`src/rtl/bsa_pkg.sv`:
```
package bsa_pkg;
    typedef enum logic [2:0] {
        S_IDLE,
        S_BEGIN,
        S_INHIBIT,
        S_SEMWAIT,
        S_OWN,
        S_END,
        S_FAIL
    } arb_state_t;
endpackage

```
`src/rtl/bsa_nest_counter.sv`:
```
module bsa_nest_counter #(
    parameter int W = 4
) (
    input  logic         clk,
    input  logic         rst_n,
    input  logic         inc,
    input  logic         dec,
    output logic [W-1:0] count,
    output logic         is_zero,
    output logic         is_one,
    output logic         is_full,
    output logic         uflow
);
    localparam logic [W-1:0] ONE  = {{(W-1){1'b0}}, 1'b1};
    localparam logic [W-1:0] MAXV = '1;

    logic dec_ok;

    assign is_zero = (count == '0);
    assign is_one  = (count == ONE);
    assign is_full = (count == MAXV);
    assign dec_ok  = dec && !is_zero;

    always_ff @(posedge clk) begin
        if (!rst_n) begin
            count <= '0;
            uflow <= 1'b0;
        end else begin
            if (dec && is_zero) begin
                uflow <= 1'b1;
            end
            count <= count + {{(W-1){1'b0}}, inc} - {{(W-1){1'b0}}, dec_ok};
        end
    end
endmodule

```
`src/rtl/bsa_hold_timer.sv`:
```
module bsa_hold_timer #(
    parameter int LIMIT = 64
) (
    input  logic clk,
    input  logic rst_n,
    input  logic run,
    output logic expired
);
    localparam int TW = $clog2(LIMIT + 1);
    localparam logic [TW-1:0] LAST = TW'(LIMIT - 1);

    logic [TW-1:0] cnt;

    assign expired = run && (cnt == LAST);

    always_ff @(posedge clk) begin
        if (!rst_n || !run) begin
            cnt <= '0;
        end else if (!expired) begin
            cnt <= cnt + TW'(1);
        end
    end
endmodule

```
`src/rtl/bus_share_arbiter.sv`:
```
module bus_share_arbiter #(
    parameter int CNT_W       = 4,
    parameter int SEM_TIMEOUT = 64
) (
    input  logic clk,
    input  logic rst_n,
    input  logic agt_req,
    input  logic agt_rel,
    output logic agt_gnt,
    input  logic hst_req,
    input  logic hst_rel,
    output logic hst_gnt,
    output logic hst_err,
    input  logic sem_ack,
    input  logic sem_nak,
    output logic sem_req,
    output logic lp_inhibit,
    output logic evt_begin,
    output logic evt_end,
    output logic agt_uflow,
    output logic hst_uflow
);
    import bsa_pkg::*;

    arb_state_t state, state_nx;

    logic [CNT_W-1:0] agt_cnt, hst_cnt;
    logic agt_zero, agt_one, agt_full;
    logic hst_zero, hst_one, hst_full;
    logic sem_timeout;
    logic sem_waiting;

    assign sem_waiting = (state == S_SEMWAIT);

    bsa_nest_counter #(.W(CNT_W)) u_agt_cnt (
        .clk     (clk),
        .rst_n   (rst_n),
        .inc     (agt_gnt),
        .dec     (agt_rel),
        .count   (agt_cnt),
        .is_zero (agt_zero),
        .is_one  (agt_one),
        .is_full (agt_full),
        .uflow   (agt_uflow)
    );

    bsa_nest_counter #(.W(CNT_W)) u_hst_cnt (
        .clk     (clk),
        .rst_n   (rst_n),
        .inc     (hst_gnt),
        .dec     (hst_rel),
        .count   (hst_cnt),
        .is_zero (hst_zero),
        .is_one  (hst_one),
        .is_full (hst_full),
        .uflow   (hst_uflow)
    );

    bsa_hold_timer #(.LIMIT(SEM_TIMEOUT)) u_sem_tmr (
        .clk     (clk),
        .rst_n   (rst_n),
        .run     (sem_waiting),
        .expired (sem_timeout)
    );

    // Grants: agent only when no host ownership; host nested or on acknowledge
    always_comb begin
        agt_gnt = (state == S_IDLE) && agt_req && !agt_full;
        hst_gnt = ((state == S_SEMWAIT) && hst_req && sem_ack) ||
                  ((state == S_OWN) && hst_req && !hst_full);
    end

    // State register
    always_ff @(posedge clk) begin
        if (!rst_n) begin
            state <= S_IDLE;
        end else begin
            state <= state_nx;
        end
    end

    // Next state
    always_comb begin
        state_nx = state;
        unique case (state)
            S_IDLE:    if (hst_req && agt_zero && !agt_gnt) state_nx = S_BEGIN;
            S_BEGIN:   state_nx = S_INHIBIT;
            S_INHIBIT: state_nx = S_SEMWAIT;
            S_SEMWAIT: begin
                if (hst_gnt) begin
                    state_nx = S_OWN;
                end else if (sem_nak || sem_timeout) begin
                    state_nx = S_FAIL;
                end
            end
            S_OWN:     if (hst_rel && hst_one && !hst_gnt) state_nx = S_END;
            S_END:     state_nx = S_IDLE;
            S_FAIL:    state_nx = S_IDLE;
            default:   state_nx = S_IDLE;
        endcase
    end

    // Moore outputs
    always_comb begin
        evt_begin  = 1'b0;
        evt_end    = 1'b0;
        lp_inhibit = 1'b0;
        sem_req    = 1'b0;
        hst_err    = 1'b0;
        unique case (state)
            S_IDLE:    ;
            S_BEGIN:   evt_begin = 1'b1;
            S_INHIBIT: lp_inhibit = 1'b1;
            S_SEMWAIT: begin
                lp_inhibit = 1'b1;
                sem_req    = 1'b1;
            end
            S_OWN: begin
                lp_inhibit = 1'b1;
                sem_req    = 1'b1;
            end
            S_END:     evt_end = 1'b1;
            S_FAIL: begin
                evt_end = 1'b1;
                hst_err = 1'b1;
            end
            default:   ;
        endcase
    end
endmodule

```
`config.mk`:
```
export PLATFORM = sky130hd
export DESIGN_NAME = bus_share_arbiter
export DESIGN_NICKNAME = d
export VERILOG_FILES = /design/src/rtl/bsa_pkg.sv /design/src/rtl/bsa_nest_counter.sv /design/src/rtl/bsa_hold_timer.sv /design/src/rtl/bus_share_arbiter.sv
export SDC_FILE = /design/constraint.sdc
export NUM_CORES = 1
export LEC_CHECK = 0
export ABC_CLOCK_PERIOD_IN_PS = 2820
export BUFFER_PORTS_ARGS = -buffer_cell sky130_fd_sc_hd__buf_2
export CORE_ASPECT_RATIO = 1.4
export CORE_MARGIN = 5
export CORE_UTILIZATION = 25
export CTS_CLUSTER_SIZE = 12
export DETAILED_ROUTE_END_ITERATION = 16
export MAX_ROUTING_LAYER = met4
export SETUP_SLACK_MARGIN = 0.4
export SLEW_MARGIN = 25
export SYNTH_ARGS = -nofsm -noshare
export SYNTH_HDL_FRONTEND = slang
export SYNTH_SLANG_ARGS = --single-unit
```
`constraint.sdc`:
```
create_clock -name clk -period 2.82 [get_ports clk]
set_input_delay 0 -clock clk [delete_from_list [all_inputs] [get_ports clk]]
set_output_delay 0 -clock clk [all_outputs]
set_load 0.05 [all_outputs]
```
==> results.sh, run 1 <==
export IMPL_placed_cell_area_um2=1300
export IMPL_critPathMaxStageDelay_ns=0.51
export IMPL_async_flop_share_pct=0
export IMPL_leakagePower_nw=0.595
export IMPL_synth_most_common_cell="dfxtp_1"
export IMPL_synth_seq_cells=20
export IMPL_start_util_pct=25.8
export IMPL_antenna_found_initial=0
export IMPL_syn_nets=154
export IMPL_r2r_end="u_hst_cnt.count[1]$_SDFF_PN0_"
export IMPL_hold_viol=0
export IMPL_final_cells=210
export IMPL_rsz0062_at_grt="no"
export IMPL_htreeDepth=1
export IMPL_path_buf_inv=0
export IMPL_clock_sinks=20
export IMPL_dp_slack_ns=0.580
export IMPL_ir_drop_mv=0.221
export IMPL_grt_pass1_wl_mm=3.97
export IMPL_portBuffers=16
export IMPL_root_buffer="clkbuf_8"
export IMPL_cts_tree="built"
export IMPL_slew_headroom_pct=59.8
export IMPL_fin_util_pct=30.3
export IMPL_fin_skew_ns=0.00612
export IMPL_r2r_cells=7
export IMPL_fin_crit_sh_pct=80.0
export IMPL_drtPass1Iterations=4
export IMPL_hold_path_class="in2reg"
export IMPL_syn_cell_area_um2=1170
export IMPL_post_route_cell_area_um2=1380
export IMPL_synth_area_leaders="dfxtp_1 (34%), ha_1 (14%), and2_1 (4.8%), inv_1 (4.5%), xor2_1 (4.5%)"
export IMPL_io_pins=17
export IMPL_synth_compound_area_share_pct=11.3
export IMPL_cp_startpoint="state[2]$_SDFFE_PN0P_"
export IMPL_finalMaxSlewViolations=0
export IMPL_fin_ws_ns=0.565
export IMPL_crit_chain="or3b_2 -> a31oi_1 -> a21oi_1 -> nor2b_1 -> ha_1 -> fa_1 -> and2_1"
export IMPL_synth_cell_types=33
export IMPL_worstMarginPinSlew_ns=0.588
export IMPL_gp_congestion=0.708
export IMPL_clkTransAtPathRegs_ns=0.08
export IMPL_hold_slack_ns=0.00701
export IMPL_antenna_left=0
export IMPL_die_h_um=91.0
export IMPL_setup_tns_final_ns=0
export IMPL_dr_first_iter_drc_count=38
export IMPL_worst_path_stages=7
export IMPL_syn_avg_cell_area_um2=8.95
export IMPL_syn_inst=131
export IMPL_critical_path_arrival_ns=2.41
export IMPL_criticalPathCategory="reg2reg"
export IMPL_drv_cap=0
export IMPL_critPathLaunchType="register"
export IMPL_crit_required_ns=2.98
export IMPL_vias=910
export IMPL_yosysTopAreaCell="dfxtp_1"
export IMPL_yosys_area_share_simple_pct=24.5
export IMPL_ys_warn_count=0
export IMPL_layout_drive_gt1_share_pct=16.2
export IMPL_cts_post_setup_buffers_inserted=0
export IMPL_vias_per_cell=4.33
export IMPL_antenna_cells=0
export IMPL_nets=172
export IMPL_coreArea_um2=4540
export IMPL_grt_max_degree=15
export IMPL_overflow=0
export IMPL_die_x_um=67.9
export IMPL_synth_top_family_by_area="simple AND/OR/NAND/NOR gates"
export IMPL_dp_cells=206
export IMPL_fmax_mhz=443
export IMPL_ctsResizeCount=0
export IMPL_clock_latency_ns=0.26
export IMPL_reg2reg_from="state[2]$_SDFFE_PN0P_"
export IMPL_cts_path_max_buffers=2
export IMPL_cp_end_kind="register"
export IMPL_num_rows=29
export IMPL_setup_viol=0
export IMPL_fin_total_pwr_mw=1.23
export IMPL_hold_buffers=0
export IMPL_wl_per_cell_um=11.0
export IMPL_slowest_stage="or3b_2"
export IMPL_area_growth_pct=17.3
export IMPL_synth_edff_count=0
export IMPL_synth_mux_area_share_pct=0
export IMPL_drt_wl_total_mm=2.31
export IMPL_cts_buffers=3
export IMPL_netlist_top_cells_count="dfxtp_1 (20), inv_1 (14), ha_1 (13)"
export IMPL_path_delay_family="simple AND/OR/NAND/NOR gates"
export IMPL_period_needed_ns=2.26
export IMPL_synthAdderAreaFrac_pct=17.3
export IMPL_status="completed"
export IMPL_powerDensity_nw_per_um2=897
export IMPL_yosys_area_top_type_share_pct=34.2
export IMPL_grt_pass1_vias=919
export IMPL_synth_xor_area_share_pct=5.98
export IMPL_crit_end="u_hst_cnt.count[1]$_SDFF_PN0_"
export IMPL_cp_max_fo=9
export IMPL_ys_seq_area_share_pct=34.2
export IMPL_grt_use_total_pct=8.52
export IMPL_ys_flop_type="dfxtp_1"
export IMPL_ff2ff_setup_slack_ns=0.56
export IMPL_dieArea_um2=6180
export IMPL_dp_hpwl_mm=1.80
export IMPL_route_detailed_drc=0
## worst min-delay path: cells and delay by family
| family | cells | cell delay (ns) |
|---|---|---|
| and+or+nand+nor | 1 | 0.09 |
| buffers and inverters | 1 | 0.08 |
| AOI/OAI and AO/OA | 1 | 0.05 |
## report_power, final
part           switching (mW)  internal [mW]  total, mW
logic                   0.296          0.241      0.536
registers              0.0580          0.348      0.406
clock network           0.102          0.190      0.291
## worst min-delay path by stage
stage	startpoint	cells after the start	slack, ns	to
2_1_floorplan	rst_n	1	0.13	u_agt_cnt.uflow$_SDFFE_PN0P_
3_3_place_gp	agt_rel	3	0.27	u_agt_cnt.uflow$_SDFFE_PN0P_
3_5_place_dp	agt_rel	3	0.28	u_agt_cnt.uflow$_SDFFE_PN0P_
4_1_cts	agt_rel	3	0.004	u_agt_cnt.uflow$_SDFFE_PN0P_
5_1_grt	sem_nak	3	0.02	state[2]$_SDFFE_PN0P_
6_report	agt_rel	3	0.007	u_agt_cnt.uflow$_SDFFE_PN0P_
## metal layers
metal  wire length (µm)  vias to the layer above  track usage, %
met5                  0                        -               -
li1                   -                      473               -
met3                116                        4            2.10
met2               1130                       16            14.1
met1               1030                      417            9.29
met4                 38                        0            3.98
## kinds of logic (layout without fill, tap and decap cells)
family                     count (synthesis)  in the layout
and+or+nand+nor                           51             51
AOI/OAI and AO/OA                         20             20
DFF                                       20             20
buffers and inverters                     17             34
adders and majority gates                 15             15
xor gates and xnor gates                   8              8
## registers in the layout, summed over array words and instances (netlist names)
signal,count
u_agt_cnt.uflow,1
u_sem_tmr.cnt,7
state,3
u_agt_cnt.count,4
u_hst_cnt.uflow,1
u_hst_cnt.count,4
## cells in the final DEF, fill, tap and decap left out, types with 3 or more instances in the layout
cell type	synthesis	layout
nor2b_1	7	7
nand2_1	8	8
ha_1	13	13
dfxtp_1	20	20
a21oi_1	6	6
inv_1	14	14
nand3b_1	3	3
nor2_1	12	12
clkbuf_8	0	3
xor2_1	6	6
buf_2	0	16
and2_1	9	9
o21ai_0	4	4
## layout make-up
cell class | count | area (µm²)
inverter | 14 | 52.6
sequential | 20 | 400
multi-input combinational | 94 | 693
timing repair buffer | 16 | 80.1
tap | 62 | 77.6
fill | 486 | 3160
clock inverter | 1 | 30.0
clock buffer | 3 | 41.3
Power figures use the tool's default switching activity.
==> run 2: changes to the inputs <==
ABC_AREA = 1   (was not set)
ABC_CLOCK_PERIOD_IN_PS = 1900   (was 2820)
clock period = 1.9 ns   (was 2.82 ns; I/O delays follow)
==> run 2 against run 1 <==
Net effect:
- the run now ends with negative setup slack left
- synthesized cell count increased by 25%
- largest cell class unchanged
- clock-buffer cell count unchanged
- utilization increased by 5.7 points
- sequential power increased by 54%
- cell count increased by 24%
- die area increased by 5.1%
- via count increased by 22%
- combinational power increased to 2.8 times the previous value
- area after synthesis increased by 5.9%
- fmax increased by 18%
==> results.sh, run 2 <==
export IMPL_reg2reg_from="u_agt_cnt.count[2]$_SDFF_PN0_"
export IMPL_fin_util_pct=36.0
export IMPL_vias=1114
export IMPL_slew_headroom_pct=76.7
export IMPL_crit_chain="inv_2 -> ha_4 -> nand2_2 -> nor2_2 -> nor2_1 -> ha_2 -> inv_2 -> ha_4 -> inv_2 -> fa_2 -> nor2_2"
export IMPL_layout_drive_gt1_share_pct=45.9
export IMPL_final_common_cell="inv_1"
export IMPL_hold_slack_ns=0.00328
export IMPL_gp_congestion=0.772
export IMPL_wl_per_cell_um=10.8
export IMPL_ff2ff_setup_slack_ns=-0.01
export IMPL_grt_max_degree=11
export IMPL_syn_nets=187
export IMPL_cp_end_kind="register"
export IMPL_period_needed_ns=1.91
export IMPL_fin_total_pwr_mw=2.41
export IMPL_clock_sinks=20
export IMPL_setup_viol=1
export IMPL_antenna_left=0
export IMPL_ir_drop_mv=0.314
export IMPL_io_pins=17
export IMPL_path_delay_family="adder cells"
export IMPL_top_register="u_sem_tmr.cnt"
export IMPL_powerDensity_nw_per_um2=1380
export IMPL_hold_viol=0
export IMPL_clkTransAtPathRegs_ns=0.07
export IMPL_status="complete, but fails checks"
export IMPL_htreeDepth=1
export IMPL_fin_skew_ns=0.00373
export IMPL_leakagePower_nw=0.723
export IMPL_cp_max_fo=2
export IMPL_slowest_stage="fa_2"
export IMPL_fin_ws_ns=-0.0104
export IMPL_fin_crit_sh_pct=101
export IMPL_crit_required_ns=2.05
export IMPL_die_h_um=93.4
export IMPL_violations="negative setup slack"
export IMPL_synth_area_leaders="dfxtp_1 (32%), ha_1 (13%), inv_1 (11%), nand2_1 (5.7%), nor2_1 (4.5%)"
export IMPL_start_util_pct=25.6
export IMPL_coreArea_um2=4840
export IMPL_worstMarginPinSlew_ns=0.349
export IMPL_netlist_top_cells_count="inv_1 (37), dfxtp_1 (20), nand2_1 (19)"
export IMPL_drtPass1Iterations=4
export IMPL_min_path_cells=3
export IMPL_cts_tree="built"
export IMPL_syn_avg_cell_area_um2=7.57
export IMPL_crit_top_cell="inv_2"
export IMPL_rsz0062_at_grt="yes"
export IMPL_largest_reg_flops=7
export IMPL_die_x_um=69.6
export IMPL_synth_most_common_cell="inv_1"
export IMPL_num_rows=30
export IMPL_antenna_cells=0
export IMPL_portBuffers=16
export IMPL_antenna_found_initial=0
export IMPL_dieArea_um2=6490
export IMPL_synth_seq_cells=20
export IMPL_path_buf_inv=3
export IMPL_cts_buffers=3
export IMPL_fmax_mhz=523
export IMPL_syn_cell_area_um2=1240
export IMPL_yosys_area_top_type_share_pct=32.3
export IMPL_syn_inst=164
export IMPL_route_detailed_drc=0
export IMPL_dr_first_iter_drc_count=38
export IMPL_nets=221
export IMPL_cts_path_max_buffers=2
export IMPL_synth_cell_types=25
export IMPL_criticalPathCategory="reg2reg"
export IMPL_root_buffer="clkbuf_8"
export IMPL_dp_hpwl_mm=2.17
export IMPL_ys_seq_area_share_pct=32.3
export IMPL_ys_warn_count=0
export IMPL_critPathMaxStageDelay_ns=0.52
export IMPL_r2r_end="u_agt_cnt.count[1]$_SDFF_PN0_"
export IMPL_layout_common_cells="inv_1 (28), nand2_1 (15), dfxtp_1 (14)"
export IMPL_grt_pass1_wl_mm=4.69
export IMPL_area_growth_pct=40.3
export IMPL_critPathLaunchType="register"
export IMPL_critical_path_arrival_ns=2.06
export IMPL_hold_path_startpoint="agt_rel"
export IMPL_drt_wl_total_mm=2.82
export IMPL_overflow=0
export IMPL_clock_latency_ns=0.26
export IMPL_setup_tns_final_ns=-0.0104
export IMPL_top_regs="u_sem_tmr.cnt: 7 flops, u_agt_cnt.count: 4 flops, u_hst_cnt.count: 4 flops"
export IMPL_vias_per_cell=4.28
export IMPL_synth_edff_count=0
export IMPL_drv_cap=0
export IMPL_hold_path_class="in2reg"
export IMPL_hold_end="u_agt_cnt.uflow$_SDFFE_PN0P_"
export IMPL_grt_pass1_vias=1061
export IMPL_finalMaxSlewViolations=0
export IMPL_async_flop_share_pct=0
export IMPL_ys_flop_type="dfxtp_1"
export IMPL_r2r_cells=11
export IMPL_grt_use_total_pct=9.44
export IMPL_yosysTopAreaCell="dfxtp_1"
## run 2: cell types whose count changed in the layout (fill, tap and decap cells not counted), moves of 5 or more
cell / previous run / this run
nand3_1: 2 / 8
and2_1: 9 / 0
ha_4: 0 / 7
dfxtp_1: 20 / 14
dfxtp_2: 0 / 5
inv_2: 0 / 10
xor2_1: 6 / 1
inv_1: 14 / 28
buf_4: 0 / 13
nand2_1: 8 / 15
ha_1: 13 / 3
nor2b_1: 7 / 0
nand2_2: 0 / 8
## run 2: area by class of cell
| type | instances | area [µm²] |
|---|---|---|
| Inverter | 38 | 143 |
| Clock buffer | 3 | 41.3 |
| Tap cell | 64 | 80.1 |
| Timing Repair Buffer | 30 | 204 |
| Multi-Input combinational cell | 105 | 863 |
| Fill cell | 513 | 3100 |
| Sequential cell | 20 | 410 |
## run 2: worst max-delay path by stage
stage                                   from                            end  depth (start not counted)
2_1_floorplan  u_agt_cnt.count[2]$_SDFF_PN0_  u_agt_cnt.count[1]$_SDFF_PN0_                          8
3_3_place_gp   u_agt_cnt.count[2]$_SDFF_PN0_  u_agt_cnt.count[1]$_SDFF_PN0_                         11
3_5_place_dp   u_agt_cnt.count[2]$_SDFF_PN0_  u_agt_cnt.count[1]$_SDFF_PN0_                         11
4_1_cts        u_agt_cnt.count[2]$_SDFF_PN0_  u_agt_cnt.count[1]$_SDFF_PN0_                         11
5_1_grt        u_agt_cnt.count[2]$_SDFF_PN0_  u_agt_cnt.count[1]$_SDFF_PN0_                         11
6_report       u_agt_cnt.count[2]$_SDFF_PN0_  u_agt_cnt.count[1]$_SDFF_PN0_                         11
## run 2: kinds of logic (layout without fill, tap and decap cells)
family | count (synthesis) | in the layout | synth area share [%]
and+or+nand+nor | 66 | 66 | 27.7
buffers and inverters | 39 | 71 | 12.1
AOI/OAI and AO/OA | 21 | 21 | 9.47
DFF | 20 | 20 | 32.3
adders and majority gates | 15 | 15 | 16.3
xor gates and xnor gates | 3 | 3 | 2.12
## run 2: tightest hold or removal path, stage by stage
cell	delay, ns
buf_2	0.11
nand2_1	0.06
a21oi_1	0.05
## run 2: layer usage
metal	global-route usage (%)	share of wire, %	vias to the layer above
met5	-	0	-
met4	4.89	1.6	0
met3	2.47	4.6	2
met2	16.3	52	16
met1	9.86	42	503
li1	-	-	593
## run 2: metrics by stage
| step | std cells | area (µm²) | setup slack (ns) |
|---|---|---|---|
| finish | 260 | 1740 | -0.0104 |
| global route | 260 | 1740 | -0.0847 |
| CTS | 258 | 1680 | -0.0233 |
| detailed placement | 251 | 1530 | -0.0614 |
| global placement | 251 | 1530 | -0.0305 |
| floorplan | 164 | 1320 | -0.157 |
## run 2: repair_timing
| item | in CTS | in global routing |
|---|---|---|
| endpoints found under the setup margin | 12 | 15 |
| hold buffers | 0 | 0 |
| buffers inserted | 4 | 2 |
| pin swaps | 10 | 4 |
| resized for setup | 19 | 17 |
## run 2: where the power goes
part | switching [mW] | total (mW) | internal, mW
Combinational | 0.813 | 1.50 | 0.690
Clock | 0.137 | 0.279 | 0.141
Sequential | 0.0904 | 0.626 | 0.536
Total | 1.04 | 2.41 | 1.37
==> run 3: changes to the inputs <==
SYNTH_HIERARCHICAL = 1   (was not set)
==> run 3 against run 2 <==
Net effect:
- critical path depth is the same
- flip-flop and latch count is the same
- the flow still finishes with violations (negative setup slack)
- synthesized cell count grew 16%
- setup slack lost 0.085 ns
- largest power group unchanged
- utilization grew 1.3 points
- cell count grew 15%
==> results.sh, run 3 <==
export IMPL_coreArea_um2=5160
export IMPL_post_route_cell_area_um2=1920
export IMPL_met2_usage_pct=19.2
export IMPL_layout_drive_gt1_share_pct=46.6
export IMPL_vias=1265
export IMPL_cp_end_kind="register"
export IMPL_drtPass1Iterations=4
export IMPL_status="complete, but fails checks"
export IMPL_vias_per_cell=4.22
export IMPL_period_needed_ns=2.00
export IMPL_ir_drop_mv=0.622
export IMPL_hold_path_startpoint="hst_rel"
export IMPL_syn_nets=214
export IMPL_placed_cell_area_um2=1550
export IMPL_critical_path_arrival_ns=2.20
export IMPL_cp_max_fo=2
export IMPL_setup_viol=2
export IMPL_top_regs="u_sem_tmr/cnt: 7 flops, u_agt_cnt/count: 4 flops, u_hst_cnt/count: 4 flops"
export IMPL_dieArea_um2=6850
export IMPL_dr_first_iter_drc_count=30
export IMPL_final_common_cell="nand2_1"
export IMPL_critPathLaunchType="register"
export IMPL_htreeDepth=1
export IMPL_cts_buffers=3
export IMPL_grt_pass1_wl_mm=5.35
export IMPL_cp_startpoint="u_agt_cnt/count[3]$_SDFF_PN0_"
export IMPL_crit_required_ns=2.11
export IMPL_finalMaxSlewViolations=0
export IMPL_hold_path_class="in2reg"
export IMPL_drv_cap=0
export IMPL_die_x_um=71.4
export IMPL_antenna_found_initial=0
export IMPL_root_buffer="clkbuf_8"
export IMPL_critPathMaxStageDelay_ns=0.52
export IMPL_start_util_pct=25.6
export IMPL_powerDensity_nw_per_um2=1290
export IMPL_fin_util_pct=37.3
export IMPL_ys_warn_count=6
export IMPL_grt_use_total_pct=10.1
export IMPL_fin_ws_ns=-0.0954
export IMPL_portBuffers=16
export IMPL_die_h_um=95.9
export IMPL_final_cells=300
export IMPL_crit_top_cell="inv_2"
export IMPL_antenna_left=0
export IMPL_worstMarginPinSlew_ns=0.366
export IMPL_top_register="u_sem_tmr/cnt"
export IMPL_gp_congestion=0.765
export IMPL_slew_headroom_pct=75.4
export IMPL_wl_per_cell_um=10.5
export IMPL_reg2reg_from="u_agt_cnt/count[3]$_SDFF_PN0_"
export IMPL_use_met3_pct=2.30
export IMPL_clkTransAtPathRegs_ns=0.08
export IMPL_rsz0062_at_grt="yes"
export IMPL_hold_viol=0
export IMPL_cts_tree="built"
export IMPL_num_rows=31
export IMPL_layout_common_cells="nand2_1 (29), inv_1 (25), nor2_1 (25)"
export IMPL_dp_slack_ns=0.0214
export IMPL_top_usage_layer="met2"
export IMPL_syn_avg_cell_area_um2=6.90
export IMPL_fin_crit_sh_pct=105
export IMPL_syn_cell_area_um2=1320
export IMPL_grt_max_degree=14
export IMPL_crit_chain="inv_2 -> ha_4 -> inv_2 -> nor3_4 -> nor2_1 -> ha_1 -> inv_2 -> ha_4 -> fa_2 -> nand2_1 -> inv_1"
export IMPL_leakagePower_nw=0.931
export IMPL_fillers=553
export IMPL_clock_sinks=20
export IMPL_antenna_cells=0
export IMPL_io_pins=17
export IMPL_grtUsageMet1_pct=9.99
export IMPL_drt_wl_total_mm=3.15
export IMPL_fmax_mhz=501
export IMPL_largest_reg_flops=7
export IMPL_criticalPathCategory="reg2reg"
export IMPL_fin_skew_ns=0.00346
export IMPL_grt_pass1_vias=1291
export IMPL_violations="negative setup slack"
export IMPL_setup_tns_final_ns=-0.144
export IMPL_clock_latency_ns=0.26
export IMPL_slowest_stage="fa_2"
export IMPL_overflow=0
export IMPL_dp_hpwl_mm=2.25
export IMPL_nets=258
export IMPL_dp_cells=274
export IMPL_syn_inst=191
export IMPL_area_growth_pct=45.8
export IMPL_cts_path_max_buffers=2
export IMPL_route_detailed_drc=0
==> run 3: per-stage QoR <==
| stage | power, mW | hold WS [ns] |
|---|---|---|
| 5_1_grt | 2.73 | 0.0648 |
| 3_3_place_gp | 1.72 | 0.262 |
| 6_report | 2.47 | 0.0551 |
| 2_1_floorplan | 1.51 | 0.0935 |
| 4_1_cts | 2.21 | 0.0602 |
| 3_5_place_dp | 1.76 | 0.266 |
==> run 3: what timing repair did <==
item | in CTS | in global routing
endpoints found under the setup margin | 13 | 18
pin swaps | 11 | 12
hold buffers | 1 | 0
setup buffers | 14 | 7
resized for setup | 21 | 33
endpoints found under the hold margin | 1 | 0
==> run 3: power breakdown <==
group,total [mW],switching [mW],internal (mW),leakage [nW]
combinational,1.49,0.835,0.660,0.735
clock,0.328,0.143,0.184,0.0288
sequential,0.649,0.111,0.538,0.168
total,2.47,1.09,1.38,0.931
==> run 3: final cells by class <==
cell class | instances | area (µm²) | area share, %
Multi-Input combinational cell | 125 | 911 | 47.4
Tap cell | 66 | 82.6 | 4.29
Sequential cell | 20 | 417 | 21.7
Inverter | 45 | 169 | 8.78
Clock buffer | 4 | 55.1 | 2.86
Timing Repair Buffer | 40 | 289 | 15.0
==> run 3: routing by layer <==
metal	vias to the layer above	wire (µm)
li1	672	-
met1	568	1200
met2	17	1760
met3	8	105
met4	0	88
met5	-	0
==> run 3: critical path: cells and delay by family (launching register included) <==
kind / cells / cell delay [ns]
adders and majority gates: 4 / 1.10
buffers and inverters: 4 / 0.20
DFF: 1 / 0.33
and+or+nand+nor: 3 / 0.32
==> run 3: final timing paths <==
| kind | to | slack (ns) | depth (start not counted) |
|---|---|---|---|
| worst max-delay path | u_agt_cnt/count[1]$_SDFF_PN0_ | -0.1 | 11 |
| worst min-delay path | u_hst_cnt/uflow$_SDFFE_PN0P_ | 0.06 | 3 |
| worst max register to register | u_agt_cnt/count[1]$_SDFF_PN0_ | -0.1 | 11 |
| worst min register to register | u_hst_cnt/uflow$_SDFFE_PN0P_ | 0.45 | 2 |
